`src/rtl/sdinit_pkg.sv`:
```
package sdinit_pkg;

  localparam int MODE_W = 12;

  // strobe order: {cs_n, ras_n, cas_n, we_n}
  typedef enum logic [3:0] {
    CMD_DESEL = 4'b1111,
    CMD_NOP   = 4'b0111,
    CMD_PALL  = 4'b0010,
    CMD_AREF  = 4'b0001,
    CMD_MRS   = 4'b0000
  } sd_cmd_e;

  typedef enum logic [3:0] {
    ST_BOOT,
    ST_PALL,
    ST_W_RP,
    ST_IREF1,
    ST_W_RFC1,
    ST_MRS,
    ST_W_MRD,
    ST_IREF2,
    ST_W_RFC2,
    ST_RUN,
    ST_AREF,
    ST_W_ARFC
  } seq_state_e;

endpackage

```
`src/rtl/sdinit_modeword.sv`:
```
module sdinit_modeword
  import sdinit_pkg::*;
(
  input  logic [2:0]        burst_len,
  input  logic              interleave,
  input  logic [2:0]        cas_lat,
  input  logic              single_wr,
  output logic [MODE_W-1:0] word,
  output logic              bad
);

  logic       bl_ok;
  logic       cl_ok;
  logic [2:0] bl_use;
  logic [2:0] cl_use;

  always_comb begin
    bl_ok = (burst_len[2] == 1'b0) || ((burst_len == 3'b111) && !interleave);
    cl_ok = (cas_lat == 3'b010) || (cas_lat == 3'b011);
    bl_use = bl_ok ? burst_len : 3'b000;
    cl_use = cl_ok ? cas_lat : 3'b011;
    // {11:10 zero, 9 single write, 8:7 zero, 6:4 latency, 3 type, 2:0 length}
    word = {2'b00, single_wr, 2'b00, cl_use, interleave, bl_use};
    bad  = !(bl_ok && cl_ok);
  end

endmodule

```
`src/rtl/sdinit_ref_timer.sv`:
```
module sdinit_ref_timer #(
  parameter int INTERVAL = 1562
) (
  input  logic clk,
  input  logic rst_n,
  input  logic run_en,
  input  logic served,
  output logic pending,
  output logic overrun
);

  localparam int CW = (INTERVAL > 2) ? $clog2(INTERVAL) : 1;
  localparam logic [CW-1:0] RELOAD = CW'(INTERVAL - 1);

  logic [CW-1:0] cnt_q, cnt_d;
  logic          pend_q, pend_d;
  logic          miss_q, miss_d;
  logic          expire;

  always_comb begin
    cnt_d  = cnt_q;
    expire = 1'b0;
    if (run_en) begin
      if (cnt_q == '0) begin
        cnt_d  = RELOAD;
        expire = 1'b1;
      end else begin
        cnt_d = cnt_q - 1'b1;
      end
    end
    pend_d = expire | (pend_q & ~served);
    if (expire) miss_d = pend_q & ~served;
    else        miss_d = miss_q & ~served;
  end

  always_ff @(posedge clk or negedge rst_n) begin
    if (!rst_n) begin
      cnt_q  <= RELOAD;
      pend_q <= 1'b0;
      miss_q <= 1'b0;
    end else begin
      cnt_q  <= cnt_d;
      pend_q <= pend_d;
      miss_q <= miss_d;
    end
  end

  assign pending = pend_q;
  assign overrun = miss_q;

endmodule

```
`src/rtl/sdinit_seq.sv`:
```
module sdinit_seq
  import sdinit_pkg::*;
#(
  parameter int T_RP   = 2,
  parameter int T_RFC  = 7,
  parameter int T_MRD  = 2,
  parameter int ADDR_W = 12,
  parameter int BANK_W = 2,
  parameter int AP_BIT = 10
) (
  input  logic              clk,
  input  logic              rst_n,
  input  logic [MODE_W-1:0] mode_word,
  input  logic              mode_bad,
  input  logic              ref_pend,
  input  logic              ref_miss,
  input  logic              ref_gnt,
  output logic [3:0]        cmd,
  output logic [ADDR_W-1:0] addr,
  output logic [BANK_W-1:0] bank,
  output logic              ready,
  output logic              cfg_err,
  output logic              served
);

  localparam int T_MAX = (T_RFC > T_RP) ? ((T_RFC > T_MRD) ? T_RFC : T_MRD)
                                        : ((T_RP > T_MRD) ? T_RP : T_MRD);
  localparam int WCW = $clog2(T_MAX) + 1;
  localparam logic [WCW-1:0] GAP_RP  = WCW'(T_RP - 2);
  localparam logic [WCW-1:0] GAP_RFC = WCW'(T_RFC - 2);
  localparam logic [WCW-1:0] GAP_MRD = WCW'(T_MRD - 2);

  seq_state_e        state_q, state_d;
  logic [WCW-1:0]    wcnt_q, wcnt_d;
  logic              more_q, more_d;
  logic              wait_done;
  sd_cmd_e           cmd_d;
  logic [3:0]        cmd_q;
  logic [ADDR_W-1:0] addr_d, addr_q;
  logic              ready_d, ready_q;
  logic              err_d, err_q;

  assign wait_done = (wcnt_q == '0);

  // next state
  always_comb begin
    state_d = state_q;
    wcnt_d  = wcnt_q;
    more_d  = more_q;
    served  = 1'b0;
    case (state_q)
      ST_BOOT:  state_d = ST_PALL;
      ST_PALL: begin
        state_d = ST_W_RP;
        wcnt_d  = GAP_RP;
      end
      ST_W_RP: begin
        if (wait_done) state_d = ST_IREF1;
        else           wcnt_d  = wcnt_q - 1'b1;
      end
      ST_IREF1: begin
        state_d = ST_W_RFC1;
        wcnt_d  = GAP_RFC;
      end
      ST_W_RFC1: begin
        if (wait_done) state_d = ST_MRS;
        else           wcnt_d  = wcnt_q - 1'b1;
      end
      ST_MRS: begin
        state_d = ST_W_MRD;
        wcnt_d  = GAP_MRD;
      end
      ST_W_MRD: begin
        if (wait_done) state_d = ST_IREF2;
        else           wcnt_d  = wcnt_q - 1'b1;
      end
      ST_IREF2: begin
        state_d = ST_W_RFC2;
        wcnt_d  = GAP_RFC;
      end
      ST_W_RFC2: begin
        if (wait_done) state_d = ST_RUN;
        else           wcnt_d  = wcnt_q - 1'b1;
      end
      ST_RUN: begin
        if (ref_pend && ref_gnt) begin
          state_d = ST_AREF;
          more_d  = ref_miss;
        end
      end
      ST_AREF: begin
        state_d = ST_W_ARFC;
        wcnt_d  = GAP_RFC;
      end
      ST_W_ARFC: begin
        if (wait_done) begin
          if (more_q) begin
            state_d = ST_AREF;
            more_d  = 1'b0;
          end else begin
            state_d = ST_RUN;
            served  = 1'b1;
          end
        end else begin
          wcnt_d = wcnt_q - 1'b1;
        end
      end
      default: state_d = ST_BOOT;
    endcase
  end

  // pin image for the state being entered
  always_comb begin
    cmd_d  = CMD_NOP;
    addr_d = '0;
    case (state_d)
      ST_BOOT: cmd_d = CMD_DESEL;
      ST_PALL: begin
        cmd_d          = CMD_PALL;
        addr_d[AP_BIT] = 1'b1;
      end
      ST_IREF1, ST_IREF2, ST_AREF: cmd_d = CMD_AREF;
      ST_MRS: begin
        cmd_d  = CMD_MRS;
        addr_d = ADDR_W'(mode_word);
      end
      default: cmd_d = CMD_NOP;
    endcase
    ready_d = (state_d == ST_RUN) || (state_d == ST_AREF) || (state_d == ST_W_ARFC);
    err_d   = (state_d == ST_MRS) ? mode_bad : err_q;
  end

  always_ff @(posedge clk or negedge rst_n) begin
    if (!rst_n) begin
      state_q <= ST_BOOT;
      wcnt_q  <= '0;
      more_q  <= 1'b0;
      cmd_q   <= CMD_DESEL;
      addr_q  <= '0;
      ready_q <= 1'b0;
      err_q   <= 1'b0;
    end else begin
      state_q <= state_d;
      wcnt_q  <= wcnt_d;
      more_q  <= more_d;
      cmd_q   <= cmd_d;
      addr_q  <= addr_d;
      ready_q <= ready_d;
      err_q   <= err_d;
    end
  end

  assign cmd     = cmd_q;
  assign addr    = addr_q;
  assign bank    = '0;
  assign ready   = ready_q;
  assign cfg_err = err_q;

endmodule

```
`src/rtl/sdram_init_refresh.sv`:
```
module sdram_init_refresh
  import sdinit_pkg::*;
#(
  parameter int CLK_KHZ  = 100000,
  parameter int REF_MS   = 64,
  parameter int REF_ROWS = 4096,
  parameter int T_RP     = 2,
  parameter int T_RFC    = 7,
  parameter int T_MRD    = 2,
  parameter int ADDR_W   = 12,
  parameter int BANK_W   = 2,
  parameter int AP_BIT   = 10
) (
  input  logic              clk,
  input  logic              rst_n,
  input  logic [2:0]        cfg_burst_len,
  input  logic              cfg_interleave,
  input  logic [2:0]        cfg_cas_lat,
  input  logic              cfg_single_wr,
  input  logic              ref_gnt,
  output logic              sd_cs_n,
  output logic              sd_ras_n,
  output logic              sd_cas_n,
  output logic              sd_we_n,
  output logic [ADDR_W-1:0] sd_addr,
  output logic [BANK_W-1:0] sd_bank,
  output logic              ref_req,
  output logic              ready,
  output logic              cfg_err
);

  localparam int REF_INTERVAL = (CLK_KHZ * REF_MS) / REF_ROWS;

  logic [MODE_W-1:0] mode_word;
  logic              mode_bad;
  logic              pend;
  logic              miss;
  logic              served;
  logic [3:0]        cmd;

  sdinit_modeword u_mode (
    .burst_len  (cfg_burst_len),
    .interleave (cfg_interleave),
    .cas_lat    (cfg_cas_lat),
    .single_wr  (cfg_single_wr),
    .word       (mode_word),
    .bad        (mode_bad)
  );

  sdinit_ref_timer #(.INTERVAL(REF_INTERVAL)) u_timer (
    .clk     (clk),
    .rst_n   (rst_n),
    .run_en  (ready),
    .served  (served),
    .pending (pend),
    .overrun (miss)
  );

  sdinit_seq #(
    .T_RP(T_RP), .T_RFC(T_RFC), .T_MRD(T_MRD),
    .ADDR_W(ADDR_W), .BANK_W(BANK_W), .AP_BIT(AP_BIT)
  ) u_seq (
    .clk       (clk),
    .rst_n     (rst_n),
    .mode_word (mode_word),
    .mode_bad  (mode_bad),
    .ref_pend  (pend),
    .ref_miss  (miss),
    .ref_gnt   (ref_gnt),
    .cmd       (cmd),
    .addr      (sd_addr),
    .bank      (sd_bank),
    .ready     (ready),
    .cfg_err   (cfg_err),
    .served    (served)
  );

  assign {sd_cs_n, sd_ras_n, sd_cas_n, sd_we_n} = cmd;
  assign ref_req = pend;

endmodule

```
`config.mk`:
```
export PLATFORM = sky130hd
export DESIGN_NAME = sdram_init_refresh
export DESIGN_NICKNAME = d
export VERILOG_FILES = /design/src/rtl/sdinit_pkg.sv /design/src/rtl/sdinit_modeword.sv /design/src/rtl/sdinit_ref_timer.sv /design/src/rtl/sdinit_seq.sv /design/src/rtl/sdram_init_refresh.sv
export SDC_FILE = /design/constraint.sdc
export NUM_CORES = 1
export LEC_CHECK = 0
export ABC_AREA = 1
export CAP_MARGIN = 20
export CORE_ASPECT_RATIO = 1.1
export CORE_MARGIN = 2
export CORE_UTILIZATION = 62
export CTS_CLUSTER_DIAMETER = 200
export CTS_CLUSTER_SIZE = 30
export DETAILED_ROUTE_END_ITERATION = 8
export DONT_BUFFER_PORTS = 1
export PLACE_DENSITY = 0.78
export SYNTH_ARGS = -nofsm -noshare
export SYNTH_HDL_FRONTEND = slang
export SYNTH_SLANG_ARGS = --single-unit
```
`constraint.sdc`:
```
create_clock -name clk -period 1.8 [get_ports clk]
set_input_delay 0.18 -clock clk [delete_from_list [all_inputs] [get_ports clk]]
set_output_delay 0.18 -clock clk [all_outputs]
set_load 0.1 [all_outputs]
```
==> flow_summary.yaml, run 1 <==
outcome:
  outcome: "finished, final reports clean"
setup_path:
  worstPathMaxFanout: 5
  path_depth: 9
  crit_family: "simple AND/OR/NAND/NOR gates"
  crit_slowest_cell: "dfrtp_1"
  critPathKind: "flop to flop"
  cp-endpoint: "u_seq.cmd[1]"
  r2r-start: "u_seq.wcnt_q[0]"
  end_kind: "flop"
  reg2reg_depth: 9
  r2r_slack_ps: 200
  critPathBufInv: 2
  rr_endpoint: "u_seq.cmd[1]"
  required_ps: 2090
  crit_arrival_ps: 1890
  crit_chain: "inv_1 -> ha_1 -> nand3_1 -> nand2_1 -> inv_2 -> nor2_1 -> nand2_1 -> nand2_1 -> nand3_1"
  startpoint: "u_seq.wcnt_q[0]"
  cp-start-kind: "flop"
  max_stage_delay_ps: 390
  cp_common_cell: "nand2_1"
timing:
  fin_setup_tns_ps: 0
  setup_violations: 0
  fin_crit_ps: 1600
  finClkSkew_ps: 6.90
  layout_setup_ws_ps: 199
  clock.fmax_ghz: 0.625
  hold_viol: 0
  min_period_over_period: 0.889
  slew_violations: 0
  rsz0062_at_grt: "false"
clock_network:
  clk_path_buf_depth: 2
  cts.clk_slew.worst_paths_ps: 120
  cts_setup_buffers: 0
  clock-sinks: 37
  numCtsBuffers: 5
  htree_num_levels: 2
  clock_latency_ps: 350
  cts_tree: "built"
  cts_root_buf: "clkbuf_4"
die:
  die_y_um: 61.3
  dieArea_um2: 3440
  die_w_um: 56.1
  start_util: 0.660
  io_pins: 32
  fp.coreArea_um2: 2800
  rows: 20
synth:
  ys_seq_area_frac: 0.507
  syn_inst: 234
  yosys_warnings: 0
  synth_top_area_cell: "dfrtp_1"
  synthTopCellsByArea: "dfrtp_1, dfstp_2, nand2_1, nor2_1, nand3_1"
  synth_area_per_cell_um2: 7.90
  synth_top_area_frac: 0.379
  netlist_area_um2: 1850
  synth_seq_cells: 37
  ys_types: 29
layout:
  final_common_cell: "nand2_1"
  fin_util: 0.759
  antenna_cells: 0
  area_growth_pct: 15.1
  ff_latch_area_um2: 938
  final_cells: 296
  drive_above_1_share: 0.190
  final_nets: 275
  multi_input_area_um2: 772
  fillers: 190
  final_cell_mix: "nand2_1, nor2_1, dfrtp_1"
drt:
  ant_nets: 0
  drt_iter0_markers: 82
  wl_mm: 4.08
  drc_errors: 0
  vias: 1604
  wire_per_inst_um: 13.8
  vias_per_cell: 5.42
  first_pass_iters: 5
global_routing:
  grt_use_total: 0.269
  antenna_found_initial: 0
  grt_pass1_vias: 1647
  gr-total-overflow: 0
  grt_pass1_wl_mm: 7.01
  grt_max_degree: 38
power:
  p_per_area_nw_per_um2: 1600
  p_leak_nw: 1.12
  power_mw: 3.41
  irDropWorstVdd_mv: 1.13
place:
  gp_congestion: 0.846
  dp_cells: 278
  post-dp-hpwl_mm: 2.81
  preCtsSetupSlack_ps: 264
  numPortBuffers: 0
worst_hold_path:
  whs_path_depth: 3
  min-delay-path-class: "input pin to flop"
run:
  maxCapViolations: 0
[report_power, final]
group | internal, mW | switching (mW)
clock network | 0.151 | 0.302
registers | 1.11 | 0.264
logic | 0.483 | 1.10
total | 1.74 | 1.67
[per-stage QoR]
stage,cell area [µm²],hold WS (ps)
final,2130,20.9
after global routing,2130,28.0
after CTS,2130,7.33
after detailed placement,1960,-115
after global placement,1960,-115
after floorplan,1870,-116
[cells by family (layout without fill, tap and decap cells)]
group	after synthesis	after routing	share of synthesized area
AO/OA/AOI/OAI	18	18	0.0548
other	1	6	0.00203
adder cells (fa/ha/maj)	2	2	0.0135
flip-flops	37	37	0.507
AND/OR/NAND/NOR	133	133	0.309
buffers and inverters	37	61	0.0859
XOR/XNOR	6	6	0.0284
[final cells by class]
class,count,share of cell area
repair buffers,22,0.0941
clock buffers,5,0.0176
flip-flops and latches,37,0.441
multi-input cells,165,0.363
inverters,31,0.0547
clock inverters,3,0.0106
well taps,33,0.0194
[registers in the layout (all words and copies together) (netlist names)]
register,flops
u_timer.cnt_q,11
u_seq.addr,9
u_seq.cmd,4
u_seq.state_q,4
u_seq.wcnt_q,4
u_seq.cfg_err,1
u_seq.more_q,1
u_seq.ready,1
u_timer.overrun,1
u_timer.pending,1
[timing repair]
item,CTS,global route
gates resized for setup,0,0
endpoints found under the setup margin,0,0
hold buffers,10,0
hold endpoints to repair,43,0
[worst min-delay path: cells and delay by family]
kind	cells	cell delay [ps]
AND/OR/NAND/NOR	3	170
[cell usage after synthesis (all sizes together)]
library cell and n:
nor3 1, or2 1, o21ai 8, o22ai 1, xnor2 1, dfrtp 28, conb 1, nand3 18
a21oi 6, nand4 4, o21a 1, inv 31, nand2 66, dfstp 9, xor2 5, a31oi 1
a211oi 1, buf 6, ha 2, nand3b 1, nor3b 1, nor2 41
[worst min path at each step]
stage | startpoint | end | slack [ps]
3_5_place_dp | rst_n | u_seq.state_q[2] | -110
4_1_cts | cfg_burst_len[2] | u_seq.addr[0] | 7
2_1_floorplan | rst_n | u_seq.addr[0] | -120
3_3_place_gp | rst_n | u_seq.addr[10] | -110
5_1_grt | cfg_burst_len[2] | u_seq.addr[1] | 30
6_report | cfg_burst_len[2] | u_seq.addr[0] | 20
[layer usage]
| layer | up-vias | global-route usage | routed length [µm] |
|---|---|---|---|
| li1 | 774 | - | - |
| met3 | 15 | 0.0651 | 255 |
| met5 | - | 0 | 0 |
| met1 | 745 | 0.318 | 1610 |
| met2 | 70 | 0.482 | 2120 |
| met4 | 0 | 0.112 | 96 |
Note: power is estimated with default switching activity, not from simulation.
==> run 2, diff against run 1 <==
- ABC_AREA: 1 -> unset
==> run 2 against run 1 <==
  * The flow now finishes with violations (negative setup slack)
  * Highest routed layer unchanged
  * Register-to-register slack got worse by 330 ps
  * Die area grew 4.4%
  * Count of clock-buffer cells in the layout did not move
  * Largest cell class is now multi-input combinational cells
  * Total power grew 30%
  * Fmax down 17%
==> flow_summary.yaml, run 2 <==
synth:
  netlist_area_um2: 1940
  synthTopCellsByArea: "dfrtp_1, dfstp_2, nor2_1, nand2_1, nor4b_4"
  synth_commonest_cells: "dfrtp_1, nor2_1, nand2_1"
  synth_edf_count: 0
  post-synth-top-count-cell: "dfrtp_1"
  synth_top_area_frac: 0.362
  synth_xor_area_frac: 0.0452
  ys_types: 56
  synth_area_per_cell_um2: 10.1
  muxShareOfSynthArea: 0.0213
  synth-main-ff-cell: "dfrtp_1"
  synth_seq_cells: 37
  synth-simple-area-share: 0.242
  synth_compound_area_frac: 0.128
  synth_top_family_by_area: "simple AND/OR/NAND/NOR gates"
  yosys_warnings: 0
  async_flop_share: 1.00
  synth_top_area_cell: "dfrtp_1"
  syn_inst: 192
  synth_fa_ha_area_frac: 0.0187
  ys_seq_area_frac: 0.484
global_routing:
  grt_pass1_vias: 1709
  grt_max_degree: 38
  antenna_found_initial: 0
  grt_pass1_wl_mm: 8.24
  gr-total-overflow: 0
  grt_use_total: 0.299
setup_path:
  required_ps: 2080
  worstPathMaxFanout: 5
  crit_arrival_ps: 2210
  critPathKind: "flop to flop"
  end_kind: "flop"
  max_stage_delay_ps: 420
  crit_slowest_cell: "dfrtp_1"
  startpoint: "u_seq.wcnt_q[1]"
  r2r_slack_ps: -130
  reg2reg_depth: 7
  rr_endpoint: "u_seq.addr[1]"
  crit_chain: "inv_2 -> ha_4 -> or3b_4 -> buf_6 -> nor4b_4 -> buf_4 -> and3_1"
  cp-start-kind: "flop"
  r2r-start: "u_seq.wcnt_q[1]"
  cp-endpoint: "u_seq.addr[1]"
layout:
  drive_above_1_share: 0.374
  final_nets: 250
  top_register: "u_timer.cnt_q"
  final_common_cell: "buf_4"
  multi_input_area_um2: 1040
  area_growth_pct: 31.2
  final_cell_mix: "buf_4, dfrtp_1, nor2_1"
  antenna_cells: 0
  fillers: 144
  ff_latch_area_um2: 942
  largest_reg_flops: 11
power:
  p_int_mw: 2.49
  share_comb_of_total_power: 0.480
  switchingPower_mw: 1.94
  irDropWorstVdd_mv: 1.33
  seq_power_share: 0.357
  clkPwrFrac: 0.163
  switching_share: 0.437
  p_leak_nw: 1.11
  power_mw: 4.43
  p_per_area_nw_per_um2: 1740
clock_network:
  cts_tree: "built"
  clk_path_buf_depth: 2
  htree_num_levels: 2
  numCtsBuffers: 5
  cts_root_buf: "clkbuf_4"
  cts.clk_slew.worst_paths_ps: 120
  clock-sinks: 37
  clock_latency_ps: 350
timing:
  setup_violations: 9
  min_period_over_period: 1.07
  max_slew_margin: 0.511
  finClkSkew_ps: 19.6
  rsz0062_at_grt: "true"
  clock.fmax_ghz: 0.518
  fin_setup_tns_ps: -668
  fin_crit_ps: 1930
  hold_viol: 0
  tightest_slew_ps: 727
  layout_setup_ws_ps: -132
  slew_violations: 0
die:
  io_pins: 32
  fp.coreArea_um2: 3020
  die_w_um: 57.3
  die_y_um: 62.6
  rows: 21
  dieArea_um2: 3590
  start_util: 0.641
drt:
  vias_per_cell: 6.62
  first_pass_iters: 5
  drc_errors: 0
  wire_per_inst_um: 21.9
  wl_mm: 5.96
  ant_nets: 0
  drt_iter0_markers: 196
  vias: 1800
outcome:
  outcome: "finished with violations"
  violations: "negative setup slack"
place:
  numPortBuffers: 0
  gp_congestion: 0.857
  post-dp-hpwl_mm: 2.95
worst_hold_path:
  min-delay-path-class: "input pin to flop"
run:
  maxCapViolations: 0
[run 2: cell types whose count changed after synthesis, moves of 4 or more]
cell and change:
inv_1 -14, nand3_1 -15, nor2b_1 +4, xnor2_1 +4, inv_2 -8, nand2b_1 +5
o21ai_1 -4, nand2_2 -6, nor4_1 +5, nor3_1 +4, nor2_1 -16, nand4_1 -4
nand2_1 -43
[run 2: repair_timing]
item / 4_1_cts / 5_1_grt
pin swaps: 7 / 5
hold endpoints to repair: 43 / 0
cloned: 1 / 0
endpoints found under the setup margin: 13 / 23
hold buffers: 9 / 0
gates resized for setup: 14 / 16
setup buffers: 6 / 2
[run 2: critical path: cells and delay by family, from the launching register on]
family	cells	cell delay (ps)
simple gates	3	860
buf+inv	3	450
flops	1	420
fa+ha+maj	1	140
[run 2: cell families after synthesis]
logic type	after synthesis
multiplexers	4
XOR/XNOR	10
AO/OA/AOI/OAI	34
flip-flops	37
adder cells (fa/ha/maj)	3
other	1
buffers and inverters	22
AND/OR/NAND/NOR	81
[run 2: worst min-delay path by stage]
stage / startpoint / endpoint / slack, ps / cells past startpoint
floorplan: rst_n / u_seq.addr[0] / -120 / 0
global placement: rst_n / u_seq.addr[3] / -110 / 0
detailed placement: rst_n / u_seq.addr[3] / -110 / 0
CTS: cfg_cas_lat[1] / u_seq.addr[4] / 8 / 2
global route: cfg_cas_lat[1] / u_seq.addr[4] / 10 / 2
finish: cfg_cas_lat[1] / u_seq.addr[4] / 6 / 2
[run 2: metrics by stage]
stage | std cells | area (µm²) | utilization | setup WS [ps] | hold slack, ps
CTS | 270 | 2450 | 0.810 | -47.5 | 7.51
detailed placement | 246 | 2140 | 0.708 | -76.4 | -115
global route | 272 | 2540 | 0.841 | -165 | 10.2
floorplan | 197 | 1970 | - | -117 | -116
global placement | 246 | 2140 | 0.708 | 17.9 | -115
finish | 272 | 2540 | 0.841 | -132 | 6.50
[run 2: cell type report]
cell class	instances	share of cell area
multi-input cells	138	0.408
inverters	9	0.0133
clock buffers	5	0.0148
well taps	34	0.0167
repair buffers	46	0.151
flip-flops and latches	37	0.371
clock inverters	3	0.0256
[run 2: metal layers]
layer | GRT usage | part of all wire | routed length, µm
met5 | 0 | 0 | 0
met4 | 0.116 | 0.058 | 348
met3 | 0.0683 | 0.075 | 444
met2 | 0.520 | 0.52 | 3130
met1 | 0.353 | 0.34 | 2040
[run 2: power groups by stage]
stage	Sequential (mW)	Clock [mW]	Combinational (mW)
2_1_floorplan	1.62	0	1.07
3_3_place_gp	1.49	0	1.53
3_5_place_dp	1.51	0	1.61
4_1_cts	1.51	0.714	1.84
5_1_grt	1.60	0.751	2.24
6_report	1.58	0.723	2.12
